$ cat config.mk
export PLATFORM = sky130hd
export DESIGN_NAME = baud_tick_gen
export DESIGN_NICKNAME = d
export VERILOG_FILES = /design/src/rtl/baud_pkg.sv /design/src/rtl/baud_ext_sync.sv /design/src/rtl/baud_prescaler.sv /design/src/rtl/baud_divider.sv /design/src/rtl/baud_tick_gen.sv
export SDC_FILE = /design/constraint.sdc
export NUM_CORES = 1
export LEC_CHECK = 0
export BUFFER_PORTS_ARGS = -buffer_cell sky130_fd_sc_hd__clkbuf_2
export CAP_MARGIN = 10
export CORE_AREA = 8 8 56 58
export CTS_BUF_LIST = sky130_fd_sc_hd__clkbuf_8 sky130_fd_sc_hd__clkbuf_16
export DETAILED_ROUTE_END_ITERATION = 10
export DIE_AREA = 0 0 64 66
export PLACE_DENSITY = 0.72
export SETUP_SLACK_MARGIN = 0.1
export SYNTH_ARGS = -nofsm -noshare
export SYNTH_HDL_FRONTEND = slang
export SYNTH_HIERARCHICAL = 1
export SYNTH_SLANG_ARGS = --single-unit
export TNS_END_PERCENT = 20
$ cat constraint.sdc
create_clock -name clk -period 5 [get_ports clk]
set_clock_uncertainty 0.15 [all_clocks]
set_input_delay 1 -clock clk [delete_from_list [all_inputs] [get_ports clk]]
set_output_delay 1 -clock clk [all_outputs]
set_load 0.1 [all_outputs]
$ cat src/rtl/baud_pkg.sv
package baud_pkg;
    typedef enum logic [1:0] {
        SRC_UNDIV = 2'd0,
        SRC_DIV8  = 2'd1,
        SRC_PRESC = 2'd2,
        SRC_RSVD  = 2'd3
    } src_sel_e;
endpackage

$ cat src/rtl/baud_ext_sync.sv
module baud_ext_sync #(
    parameter int STAGES = 2
) (
    input  logic clk,
    input  logic rst_n,
    input  logic pin,
    output logic rise
);
    typedef struct packed {
        logic [STAGES-1:0] chain;
        logic              prev;
    } sync_st_t;

    sync_st_t st_d, st_q;

    always_comb begin
        st_d       = st_q;
        st_d.chain = {st_q.chain[STAGES-2:0], pin};
        st_d.prev  = st_q.chain[STAGES-1];
        rise       = st_q.chain[STAGES-1] & ~st_q.prev;
    end

    always_ff @(posedge clk or negedge rst_n) begin
        if (!rst_n) st_q <= '0;
        else        st_q <= st_d;
    end


    one_edge_per_level_chk: assert property (@(posedge clk) disable iff (!rst_n)
        rise |=> !rise);
endmodule

$ cat src/rtl/baud_prescaler.sv
module baud_prescaler
    import baud_pkg::*;
#(
    parameter int PRE_W     = 4,
    parameter int FIXED_DIV = 8
) (
    input  logic             clk,
    input  logic             rst_n,
    input  logic             en,
    input  src_sel_e         src_sel,
    input  logic [PRE_W-1:0] presc_n,
    output logic             pulse
);
    localparam int FIX_W  = $clog2(FIXED_DIV);
    localparam int PCNT_W = (FIX_W > PRE_W + 1) ? FIX_W : PRE_W + 1;

    typedef struct packed {
        logic [PCNT_W-1:0] cnt;
    } pre_st_t;

    pre_st_t st_d, st_q;
    logic [PCNT_W-1:0] term;

    always_comb begin
        unique case (src_sel)
            SRC_DIV8:  term = PCNT_W'(FIXED_DIV - 1);
            SRC_PRESC: term = (presc_n == '0) ? '0
                            : PCNT_W'({presc_n, 1'b0}) - PCNT_W'(1);
            default:   term = '0;
        endcase

        pulse = en && (st_q.cnt >= term);

        st_d = st_q;
        if (!en)        st_d.cnt = '0;
        else if (pulse) st_d.cnt = '0;
        else            st_d.cnt = st_q.cnt + PCNT_W'(1);
    end

    always_ff @(posedge clk or negedge rst_n) begin
        if (!rst_n) st_q <= '0;
        else        st_q <= st_d;
    end


    pre_idle_clear_chk: assert property (@(posedge clk) disable iff (!rst_n)
        !en |=> (st_q.cnt == '0));
endmodule

$ cat src/rtl/baud_divider.sv
module baud_divider #(
    parameter int DIV_W = 8
) (
    input  logic             clk,
    input  logic             rst_n,
    input  logic             en,
    input  logic             src_en,
    input  logic [DIV_W-1:0] reload,
    output logic             tick
);
    typedef struct packed {
        logic [DIV_W-1:0] cnt;
        logic             tick;
    } div_st_t;

    div_st_t st_d, st_q;
    logic    hit;

    always_comb begin
        hit     = en && src_en && (st_q.cnt == '0);
        st_d    = st_q;
        st_d.tick = hit;
        if (!en)          st_d.cnt = '0;
        else if (hit)     st_d.cnt = reload;
        else if (src_en)  st_d.cnt = st_q.cnt - DIV_W'(1);
    end

    always_ff @(posedge clk or negedge rst_n) begin
        if (!rst_n) st_q <= '0;
        else        st_q <= st_d;
    end

    assign tick = st_q.tick;


    reload_sample_chk: assert property (@(posedge clk) disable iff (!rst_n)
        (en && src_en && st_q.cnt == '0) |=> (st_q.cnt == $past(reload)));


    tick_width_chk: assert property (@(posedge clk) disable iff (!rst_n)
        (st_q.tick && st_q.cnt != '0) |=> !st_q.tick);
endmodule

$ cat src/rtl/baud_tick_gen.sv
module baud_tick_gen
    import baud_pkg::*;
#(
    parameter int DIV_W       = 8,
    parameter int PRE_W       = 4,
    parameter int FIXED_DIV   = 8,
    parameter int SYNC_STAGES = 2
) (
    input  logic             clk,
    input  logic             rst_n,
    input  logic             enable,
    input  logic [1:0]       src_sel,
    input  logic [PRE_W-1:0] presc_n,
    input  logic [DIV_W-1:0] divisor,
    input  logic             ext_sel,
    input  logic             ext_clk,
    output logic             tick_16x
);
    logic ext_rise;
    logic pre_pulse;
    logic src_en;

    baud_ext_sync #(.STAGES(SYNC_STAGES)) u_sync (
        .clk   (clk),
        .rst_n (rst_n),
        .pin   (ext_clk),
        .rise  (ext_rise)
    );

    baud_prescaler #(.PRE_W(PRE_W), .FIXED_DIV(FIXED_DIV)) u_pre (
        .clk     (clk),
        .rst_n   (rst_n),
        .en      (enable && !ext_sel),
        .src_sel (src_sel_e'(src_sel)),
        .presc_n (presc_n),
        .pulse   (pre_pulse)
    );

    assign src_en = ext_sel ? ext_rise : pre_pulse;

    baud_divider #(.DIV_W(DIV_W)) u_div (
        .clk    (clk),
        .rst_n  (rst_n),
        .en     (enable),
        .src_en (src_en),
        .reload (divisor),
        .tick   (tick_16x)
    );


    idle_quiet_chk: assert property (@(posedge clk) disable iff (!rst_n)
        !enable |=> !tick_16x);
endmodule

Word-level counts from Yosys, hierarchy flattened --
Cells that the tools add are included.
Operators by class: bitwise operators 2, add/subtract/negate cells 3, muxes and demuxes 8, equality and inequality tests 3, reduce and logical (&&, ||, !) cells 7, magnitude comparators 1
Operators with widths (number):
- 8-bit 2-to-1 mux | 3
- 5-bit 2-to-1 mux | 3
- 5-bit case mux with 2 select lines | 1
- 8-bit zero test | 1
- 8-bit by 1-bit subtractor with 8-bit output (second input constant) | 1
- 5-bit by 1-bit adder with 5-bit output (second input constant) | 1
- 5-bit greater-or-equal comparator | 1
- 5-bit by 1-bit subtractor with 5-bit output (second input constant) | 1
- 1-bit logical AND | 4
- 4-bit zero test | 1
- 3-bit by 1-bit != test with 1-bit output (second input constant) | 1
- 2-bit by 1-bit equality test with 1-bit output (second input constant) | 1
- 2-bit equality test (second input constant) | 1
- 1-bit AND | 1
- 1-bit zero test | 1
- 1-bit 2-to-1 mux | 1
- 1-bit NOT | 1
Word-level totals: logic and storage cells 29, bits of input ports 19, register bits 17

Longest topological paths before layout --
Gate-level depths: netlist of run 1.
depth after elaboration 10, mapped depth 16

Cells and area by module --
The synthesis of run 1 kept the hierarchy.
Modules (own cells, without submodules):
- baud_divider | times used 1, sequential area each 225.2 um2, area each 631.9 um2, cells an instance 69
- baud_prescaler | times used 1, sequential area each 125.1 um2, area each 465.4 um2, cells an instance 55
- baud_ext_sync | times used 1, sequential area each 75.1 um2, area each 88.8 um2, cells an instance 4
- baud_tick_gen | times used 1, sequential area each 0.0 um2, area each 23.8 um2, cells an instance 2

Worst setup path after synthesis of run 1 --
OpenSTA, ideal clock, no wires.
kind input -> register, start point in presc_n[0], end point reg u_div/st_q[8] in the netlist's numbering, setup slack 0.992 ns, arrival time 3.776 ns, buffers on the path 1, stages 16, data required time 4.768 ns, cell sequence inv_1 ha_1 nand2b_1 o21ai_0 a21oi_1 o21ai_0 ha_1 nand2_1 o21ai_0 nand3_1 a21boi_0 mux2_4 or4b_1 clkbuf_2 or4_1 a31oi_1
On the way: cells in the longest elaborated chain, start to end 10, elaborated cells on any way between the ends 12, classes of those cells add/sub: 1; order compare: 1; eq/ne: 1; mux: 5; reduce/logical: 4
RTL lines:
- start, declared | line baud_tick_gen.sv:13 | input logic [PRE_W-1:0] presc_n,
- 5-bit by 1-bit subtractor with 5-bit output / 4-bit zero test (equally long branches) | line baud_prescaler.sv:28, baud_prescaler.sv:27
- 5-bit 2-to-1 mux * | line baud_prescaler.sv:27 | SRC_PRESC: term = (presc_n == '0) ? '0
- 5-bit case mux with 2 select lines * | line baud_prescaler.sv:25 | unique case (src_sel)
- 5-bit greater-or-equal comparator * | line baud_prescaler.sv:32 | pulse = en && (st_q.cnt >= term);
- 1-bit logical AND * | line baud_prescaler.sv:32
- net pre_pulse | line baud_tick_gen.sv:20 | logic pre_pulse;
- 1-bit 2-to-1 mux * | line baud_tick_gen.sv:39 | assign src_en = ext_sel ? ext_rise : pre_pulse;
- net src_en | line baud_tick_gen.sv:21 | logic src_en;
- 1-bit logical AND (2 in a row) | line baud_divider.sv:20 | hit = en && src_en && (st_q.cnt == '0);
- 8-bit 2-to-1 mux | line baud_divider.sv:24 | else if (hit) st_d.cnt = reload;
- 8-bit 2-to-1 mux | line baud_divider.sv:23 | if (!en) st_d.cnt = '0;
- end signal, assigned | line baud_divider.sv:30 | else st_q <= st_d;
- end, declared | line baud_divider.sv:16 | div_st_t st_d, st_q;
The timed path passes the listed nets; every way through them passes the cells marked *. A chain may end at the register's enable or synchronous reset.

Final worst setup path of run 1 --
Ends and elaborated chain as after synthesis.

==> out/results.txt, run 1 <==
Vias in the first global route: 1,016
WP data arrival: 4290 ps
CP endpoint kind: flip-flop
Gpl congestion: 0.860
Synth Flop Type: dfrtp_1
Most common cell in the netlist: dfrtp_1
Hold EP: u_sync/st_d[0]
PortBufs: 19
Final Worst Setup Slack: 731 ps
Status: finished clean
Fmax: 234 MHz
Slew HR: 43.4%
Final WL: 2640 um
Register area: 425 sq um
Sequential element share of the synthesized area: 35.2%
Post-CTS Setup Bufs: 0
Syn_nets: 161
Least-Margin Pin Slew: 847 ps
R2r setup slk: 2020 ps
CTS Buf Count: 3
R2r endpoint: u_div/st_q[8]
Layout area overhead: 13.4%
CTS H-tree depth: 1
Area occupied by multi-input gates: 709 sq um
Leakage Power: 0.671 nW
Maximum buffer depth of the clock tree: 2
Share of cells above drive strength 1: 21.5%
Max-cap violation count: 0
Worst r2r path cells: 10
Clk_lat worst skew: 240 ps
Fin crit share: 85.4%
Final min period: 4270 ps
Setup violations, final: 0
Fin. max-slew vios: 0
Cell row count: 18
Fill count: 205
Total power: 0.369 mW
Vias per inst: 5.75
Pin count of the biggest net entering global routing: 18
GRT Util Overall: 13.4%
Yosys warns: 6
HPWL Detailed: 2080 um
Cell area power density: 269 nW/um^2
Violation count after the first detailed-route iteration: 45
Synth Instances: 130
Avg WL per Cell: 14.8 um
Layout Nets: 181
Place WS: 528 ps
Synth top cells by count: dfrtp_1, inv_1, ha_1, nand3_1, o21ai_0
Synthesized cell area: 1210 sq um
# hold bufs at CTS: 0
RSZ-0062 raised after global routing: no
Hold_sp: u_sync/st_d[2]
Fraction of registers with async set or reset after synthesis: 100%
Initial core utilization: 52.2%
Setup TNS: 0 ps
# clock sinks: 17
Leading area contributor after synthesis: dfrtp_1
DP Area: 1330 sq um
First-pass GRT wire length: 4550 um
CTS tree: yes
Die area: 4220 sq um
Final hold viol count: 0
DRT Pass-1 Iters: 4
Post-synthesis register bit count: 17
Yosys cell types: 45
Crit start category: primary input
Detail Route Antenna Nets: 0
Post-synth EDFFs: 0
Overflow after GRT: 0
Main area contributors after synthesis: dfrtp_1, ha_1, inv_1
Post-synth top area share: 35.2%
Hold Crit Depth: 0
Ant. Diodes: 0
Synth Area per Inst: 9.31 sq um
Post-cts resize count: 0
DRC: 0
CTS root buffer: clkbuf_8
Top Ports: 20
Crit path required time: 5020 ps
Worst-path maximum fanout: 13
CP Class: in -> reg
CTS clk-pin slew, worst paths: 60 ps
Initial antenna violation count: 0
Core area: 2320 sq um
Die Wd: 64 um
Die Height: 66 um
HP Class: reg -> reg
Max IR drop VDD: 0.161 mV
Worst R2R Start: u_pre/st_q[0]
Total number of vias: 1,029
Design Area, Final: 1370 sq um
[flip-flops by register name, indices dropped and copies added, names as in the netlist]
name,flops
u_pre/st_q,5
u_div/tick,1
u_sync/st_d,2
u_sync/st_q,1
u_div/st_q,8
[cell usage in the layout (no fill, tap or decap), types with 2 or more instances in the layout]
master	n
clkbuf_2	19
dfrtp_1	17
inv_1	15
ha_1	12
nand3_1	10
o21ai_0	8
nor2_1	6
and3_1	4
nand2_1	4
a31oi_1	4
a21oi_1	4
clkbuf_8	3
a211oi_1	3
or4b_1	2
nor3_1	2
nor2b_1	2
a21o_1	2
or4_1	2
nor3b_1	2
mux2i_1	2
xor2_1	2
[cells by family (layout without fill, tap and decap cells)]
logic type | after synthesis | count (layout) | share of synthesized area (%)
XOR/XNOR | 3 | 3 | 2.17
adder cells (fa/ha/maj) | 12 | 12 | 12.4
AO/OA/AOI/OAI | 29 | 29 | 15.6
AND/OR/NAND/NOR | 47 | 47 | 25.5
flip-flops | 17 | 17 | 35.2
multiplexers | 3 | 3 | 2.90
buffers and inverters | 19 | 38 | 6.20
[layer usage]
| metal | vias to the layer above | share of wire, % | track usage [%] |
|---|---|---|---|
| met5 | - | 0 | 0 |
| li1 | 508 | - | - |
| met2 | 22 | 48 | 21.2 |
| met1 | 497 | 45 | 16.3 |
| met4 | 0 | 0.57 | 6.69 |
| met3 | 2 | 5.8 | 3.73 |
[metrics by stage]
stage / hold slack [ps] / cells / util, %
floorplan: 181 / 130 / -
finish: 199 / 179 / 59.2
CTS: 202 / 179 / 59.2
detailed placement: 187 / 175 / 57.2
global placement: 184 / 175 / 57.2
global route: 205 / 179 / 59.2
[power by group]
group / switching [mW] / internal, mW
registers: 0.0136 / 0.147
clock network: 0.0441 / 0.0544
logic: 0.0612 / 0.0483
total: 0.119 / 0.250
[final cells by class]
| class | instances | share of cell area [%] |
|---|---|---|
| Inverter | 14 | 3.83 |
| Tap cell | 30 | 2.73 |
| Multi-Input combinational cell | 94 | 51.7 |
| Timing Repair Buffer | 20 | 7.47 |
| Clock buffer | 3 | 3.01 |
| Sequential cell | 17 | 31.0 |
| Clock inverter | 1 | 0.273 |
[worst max-delay path, stage by stage]
cell and delay, ps:
clkbuf_2 100, inv_1 70, ha_1 220, nand2b_1 100
o21ai_0 90, a21oi_1 240, o21ai_0 150, ha_1 300
nand2_1 40, o21ai_0 220, nand3_1 110, a21boi_0 170
mux2_4 240, or4b_1 560, or4_1 500, a31oi_1 170
[worst max path at each step]
| stage | startpoint | endpoint | slack (ps) | cells past startpoint |
|---|---|---|---|---|
| 6_report | presc_n[0] | u_div/st_q[8] | 730 | 16 |
| 5_1_grt | presc_n[0] | u_div/st_q[8] | 430 | 16 |
| 4_1_cts | presc_n[0] | u_div/st_q[8] | 780 | 16 |
| 3_5_place_dp | presc_n[0] | u_div/st_q[8] | 530 | 16 |
| 3_3_place_gp | presc_n[0] | u_div/st_q[8] | 730 | 16 |
| 2_1_floorplan | presc_n[0] | u_div/st_q[8] | 990 | 16 |
(Power assumes the default switching activity.)
==> inputs of run 2 (changes only) <==
CORE_AREA = 2 2 49 51   (was 8 8 56 58)
DIE_AREA = 0 0 51 53   (was 0 0 64 66)
HOLD_SLACK_MARGIN = 0.06   (was unset)
PLACE_DENSITY = 0.75   (was 0.72)
==> out/results.txt, run 2 (synthesis gave the netlist of run 1 again) <==
Total number of vias: 1,022 (-0.68%)
Avg WL per Cell: 14.2 um (-3.9%)
WP data arrival: 4390 ps (+100 ps)
Commonest non-fill, non-tap cell in the layout: clkbuf_2
Vias in the first global route: 966 (-4.9%)
CP endpoint kind: flip-flop
Clock power frac: 26.3% (-0.4 points)
CTS H-tree depth: 1 (unchanged)
Hold Slack: 203 ps (+3.74 ps)
Part of the power in registers: 43.5% (about the same)
Die area: 2700 sq um (-36%)
Crit path cell chain: clkbuf_2 -> inv_1 -> ha_1 -> nand2b_1 -> o21ai_0 -> a21oi_1 -> o21ai_0 -> ha_1 -> nand2_1 -> o21ai_0 -> nand3_1 -> a21boi_0 -> mux2_4 -> or4b_1 -> or4_1 -> a31oi_1
DRT Pass-1 Iters: 4 (unchanged)
Post-CTS Setup Bufs: 0 (unchanged)
Fin. max-slew vios: 0 (unchanged)
Largest Register: u_div/st_q
Fmax: 228 MHz (-2.5%)
Place WS: 477 ps (-50.2 ps)
Cell row count: 17 (-1)
Setup violations, final: 0 (unchanged)
CP peak stage delay: 570 ps (about the same)
Post-cts resize count: 0 (unchanged)
Core area: 2150 sq um (-7.4%)
DRC: 0 (unchanged)
Cell Int Power: 0.250 mW (about the same)
CTS clk-pin slew, worst paths: 70 ps (about the same)
Cell mode on critical path: o21ai_0
Initial antenna violation count: 0 (unchanged)
Final min period: 4380 ps (+112 ps)
Setup TNS: 0 ps (unchanged)
Ant. Diodes: 0 (unchanged)
Share of cells above drive strength 1: 21.5% (unchanged)
Layout Nets: 181 (unchanged)
CTS root buffer: clkbuf_8
CTS tree: yes
Clk_lat worst skew: 250 ps (about the same)
Layout area overhead: 13.2%
Switching part of the total: 32.2% (about the same)
Initial core utilization: 56.3% (+4.2 points)
Leakage Power: 0.671 nW (unchanged)
Violation count after the first detailed-route iteration: 27 (-40%)
Max IR drop VDD: 0.200 mV (+25%)
# hold bufs at CTS: 0 (unchanged)
Crit-path leading delay family: simple AND/OR/NAND/NOR gates
Fill count: 176 (-14%)
Placed Cells: 173 (-1.1%)
CTS Buf Count: 3 (unchanged)
Die Wd: 51 um (-20%)
Pin count of the biggest net entering global routing: 18 (unchanged)
PortBufs: 19 (unchanged)
HP Class: reg -> reg
Vias per inst: 5.77 (+0.44%)
Crit path required time: 5010 ps (about the same)
First-pass GRT wire length: 4240 um (-6.8%)
Least-Margin Pin Slew: 886 ps (+39.0 ps)
Final Worst Setup Slack: 620 ps (-112 ps)
GRT Util Overall: 21.1% (+7.7 points)
Critical path buffers and inverters: 2 (unchanged)
Cell area power density: 269 nW/um^2 (+0.20%)
Final hold viol count: 0 (unchanged)
Final WL: 2510 um (-5.0%)
Max-cap violation count: 0 (unchanged)
Detail Route Antenna Nets: 0 (unchanged)
Commonest non-fill, non-tap cells in the layout: clkbuf_2, dfrtp_1, inv_1
Overflow after GRT: 0 (unchanged)
Maximum buffer depth of the clock tree: 2 (unchanged)
Worst-path maximum fanout: 13 (unchanged)
Gpl congestion: 0.776 (-9.8%)
HPWL Detailed: 1970 um (-5.2%)
Psw: 0.119 mW (about the same)
RSZ-0062 raised after global routing: no
Non-Filler Instances: 177 (-1.1%)
Max reg flops: 8 (unchanged)
Top Ports: 20 (unchanged)
Combinational fraction of design power: 30.1% (+0.4 points)
CP max-delay cell: or4b_1
Fin crit share: 87.6% (+2.2 points)
# clock sinks: 17 (unchanged)
Die Height: 53 um (-20%)
Total power: 0.369 mW (about the same)
CP Class: in -> reg
Status: finished clean
Crit start category: primary input
Slew HR: 40.8% (-2.6 points)
run 2: cell type report:
type / instances / area, sq um / area share [%]
clock inverter: 1 / 3.75 / 0.274
timing repair buffer: 20 / 103 / 7.49
tap: 28 / 35.0 / 2.56
multi-input combinational: 94 / 709 / 51.8
sequential: 17 / 425 / 31.1
inverter: 14 / 52.6 / 3.84
clock buffer: 3 / 41.3 / 3.01
run 2: final timing paths:
kind                           startpoint              to  slack (ps)  depth (start not counted)
max                            presc_n[0]   u_div/st_q[8]         620                         16
min in group asynchronous           rst_n   u_div/st_q[3]         530                          1
min reg2reg                u_sync/st_d[2]  u_sync/st_d[0]         200                          0
min                        u_sync/st_d[2]  u_sync/st_d[0]         200                          0
max in group asynchronous           rst_n  u_sync/st_q[0]        3870                          1
max reg2reg                 u_pre/st_q[2]   u_div/st_q[8]        1890                          9
run 2: through the flow:
step	area [sq um]	util (%)
floorplan	1210	-
global placement	1330	61.7
detailed placement	1330	61.7
CTS	1370	63.8
global route	1370	63.8
finish	1370	63.8
run 2: metal layers:
layer  track usage (%)  vias to the layer above  wire (um)  share of wire (%)
li1                  -                      515          -                  -
met5                 0                        -          0                  0
met2              37.0                       32       1200                 48
met4              8.11                        0         16               0.64
met1              26.4                      473       1160                 46
met3              2.54                        2        131                5.2
run 2: power groups by stage:
stage / Combinational (mW) / Sequential (mW) / Clock (mW)
after floorplan: 0.0794 / 0.162 / 0
after global placement: 0.105 / 0.162 / 0
after detailed placement: 0.109 / 0.163 / 0
after CTS: 0.110 / 0.160 / 0.101
after global routing: 0.122 / 0.162 / 0.109
final: 0.111 / 0.161 / 0.0972
==> inputs of run 3 (changes only) <==
CORE_AREA = 2 2 53 55   (was 2 2 49 51)
DIE_AREA = 0 0 55 57   (was 0 0 51 53)
GPL_ROUTABILITY_DRIVEN = 0   (was unset)
PLACE_DENSITY = 0.68   (was 0.75)
RECOVER_POWER = 100   (was unset)
clock period = 3.65 ns   (was 5 ns; I/O delays follow)
==> out/results.txt, run 3 (synthesis gave the netlist of run 1 again) <==
Final WL: 2650 um (+5.7%)
Initial antenna violation count: 0 (unchanged)
Cell Int Power: 0.354 mW (+42%)
Maximum buffer depth of the clock tree: 2 (unchanged)
Avg WL per Cell: 14.0 um (-1.1%)
DP Area: 1400 sq um (+5.3%)
Final min period: 3420 ps
CTS root buffer: clkbuf_8
Fin crit share: 93.8%
Total power: 0.531 mW (+44%)
Design Area, Final: 1460 sq um (+6.6%)
CTS clk-pin slew, worst paths: 70 ps (about the same)
Vias in the first global route: 989 (+2.4%)
GRT Util Overall: 19.2% (-1.9 points)
First-pass GRT wire length: 4400 um (+3.6%)
# clock sinks: 17 (unchanged)
Leakage Power: 0.706 nW (+5.2%)
Part of the power in registers: 41.5% (-2.0 points)
Worst r2r path cells: 9 (unchanged)
Hold Slack: 202 ps (-0.595 ps)
Worst R2R Start: u_pre/st_q[2]
Max IR drop VDD: 0.217 mV (+8.0%)
Vias per inst: 5.66 (-2.0%)
Crit path cell chain: clkbuf_1 -> inv_2 -> ha_4 -> nand2b_4 -> o21ai_2 -> a21oi_2 -> o21ai_1 -> ha_1 -> nand2_1 -> o21ai_2 -> nand3_1 -> a21boi_1 -> mux2_1 -> or4b_2 -> and2_1 -> o31a_1
Clock power frac: 26.9% (+0.6 points)
Least-Margin Pin Slew: 1160 ps (+270 ps)
Max reg flops: 8 (unchanged)
Core Util, Final: 55.8% (-7.9 points)
Overflow after GRT: 0 (unchanged)
Final hold viol count: 0 (unchanged)
Combinational fraction of design power: 31.6% (+1.5 points)
CTS H-tree depth: 1 (unchanged)
CP endpoint kind: flip-flop
Worst-path maximum fanout: 4 (-9)
Violation count after the first detailed-route iteration: 25 (-7.4%)
Die Height: 57 um (+7.5%)
CP peak stage delay: 620 ps (+50 ps)
Largest Register: u_div/st_q
Hold_sp: u_sync/st_d[2]
Die area: 3140 sq um (+16%)
HP Class: reg -> reg
Slew HR: 23.3% (-18 points)
Register area: 425 sq um (unchanged)
DRC: 0 (unchanged)
RSZ-0062 raised after global routing: no
R2r setup slk: 980 ps (-910 ps)
Status: finished clean
Crit start category: primary input
Cell row count: 19 (+2)
Final Worst Setup Slack: 228 ps (-392 ps)
CTS tree: yes
Hold EP: u_sync/st_d[0]
Crit-path leading delay family: simple AND/OR/NAND/NOR gates
Critical path buffers and inverters: 2 (unchanged)
Pin count of the biggest net entering global routing: 18 (unchanged)
Hold Crit Depth: 0 (unchanged)
Psw: 0.177 mW (+49%)
Initial core utilization: 46.3% (-10 points)
Total number of vias: 1,069 (+4.6%)
Share of cells above drive strength 1: 27.8% (+6.4 points)
R2r endpoint: u_div/st_q[4]
Layout area overhead: 20.7%
Die Wd: 55 um (+7.8%)
Ant. Diodes: 0 (unchanged)
PortBufs: 19 (unchanged)
Commonest non-fill, non-tap cells in the layout: dfrtp_1, clkbuf_2, inv_1
# hold bufs at CTS: 0 (unchanged)
Top Ports: 20 (unchanged)
Commonest non-fill, non-tap cell in the layout: dfrtp_1
WP data arrival: 3410 ps (-980 ps)
Place WS: -72.4 ps (-550 ps)
CP max-delay cell: or4b_2
Cell area power density: 364 nW/um^2 (+35%)
Max-cap violation count: 0 (unchanged)
Fmax: 292 MHz
Layout Nets: 190 (+5.0%)
Clk_lat worst skew: 250 ps (about the same)
Area occupied by multi-input gates: 734 sq um (+3.5%)
Core area: 2620 sq um (+22%)
Crit path required time: 3640 ps (-1370 ps)
Switching part of the total: 33.3% (+1.1 points)
CP Class: in -> reg
Fill count: 252 (+43%)
DRT Pass-1 Iters: 4 (unchanged)
Fin. max-slew vios: 0 (unchanged)
HPWL Detailed: 2020 um (+2.3%)
CTS Buf Count: 3 (unchanged)
Detail Route Antenna Nets: 0 (unchanged)
Setup violations, final: 0 (unchanged)
Cell mode on critical path: o21ai_2
-- run 3: cell types whose count changed in the layout (fill, tap and decap cells not counted), moves of 2 or more --
cell | before | now
o21ai_2 | 0 | 2
clkbuf_2 | 19 | 16
inv_1 | 15 | 12
buf_4 | 1 | 9
o21ai_0 | 8 | 4
clkbuf_1 | 0 | 4
o21ai_1 | 0 | 2
inv_2 | 0 | 2
-- run 3: per-stage QoR --
| stage | setup TNS, ps | instances |
|---|---|---|
| after CTS | 0 | 188 |
| after global placement | -24.5 | 184 |
| after global routing | 0 | 189 |
| after floorplan | 0 | 130 |
| final | 0 | 189 |
| after detailed placement | -144 | 184 |
-- run 3: power groups by stage --
stage | combinational [mW] | sequential, mW | clock (mW)
after floorplan | 0.110 | 0.222 | 0
after global placement | 0.154 | 0.223 | 0
after detailed placement | 0.161 | 0.223 | 0
after CTS | 0.162 | 0.220 | 0.146
after global routing | 0.185 | 0.223 | 0.159
final | 0.168 | 0.220 | 0.143
-- run 3: how the worst max path moves through the flow --
stage	startpoint	endpoint	slack [ps]	depth (start not counted)
after floorplan	presc_n[0]	u_div/st_q[8]	120	16
after global placement	presc_n[1]	u_div/st_q[4]	-20	16
after detailed placement	presc_n[1]	u_div/st_q[4]	-70	16
after CTS	presc_n[1]	u_div/st_q[8]	170	16
after global routing	presc_n[1]	u_div/st_q[4]	60	16
final	presc_n[1]	u_div/st_q[4]	230	16
-- run 3: layout make-up --
class | instances | area share [%]
Clock inverter | 1 | 0.343
Inverter | 14 | 3.60
Clock buffer | 3 | 2.83
Sequential cell | 17 | 29.1
Timing Repair Buffer | 29 | 11.1
Tap cell | 31 | 2.66
Multi-Input combinational cell | 94 | 50.3
-- run 3: routing by layer --
| metal | global-route usage [%] | vias up | share of wire (%) | routed length [um] |
|---|---|---|---|---|
| met4 | 5.92 | 0 | 0.64 | 17 |
| met2 | 30.3 | 27 | 48 | 1280 |
| met5 | 0 | - | 0 | 0 |
| met1 | 26.7 | 512 | 47 | 1240 |
| met3 | 3.14 | 2 | 4.1 | 110 |
| li1 | - | 528 | - | - |
-- run 3: repair_timing --
item,in CTS,in global routing
hold endpoints to repair,0,0
setup endpoints to repair,0,4
setup buffers,0,1
gates resized for setup,0,8
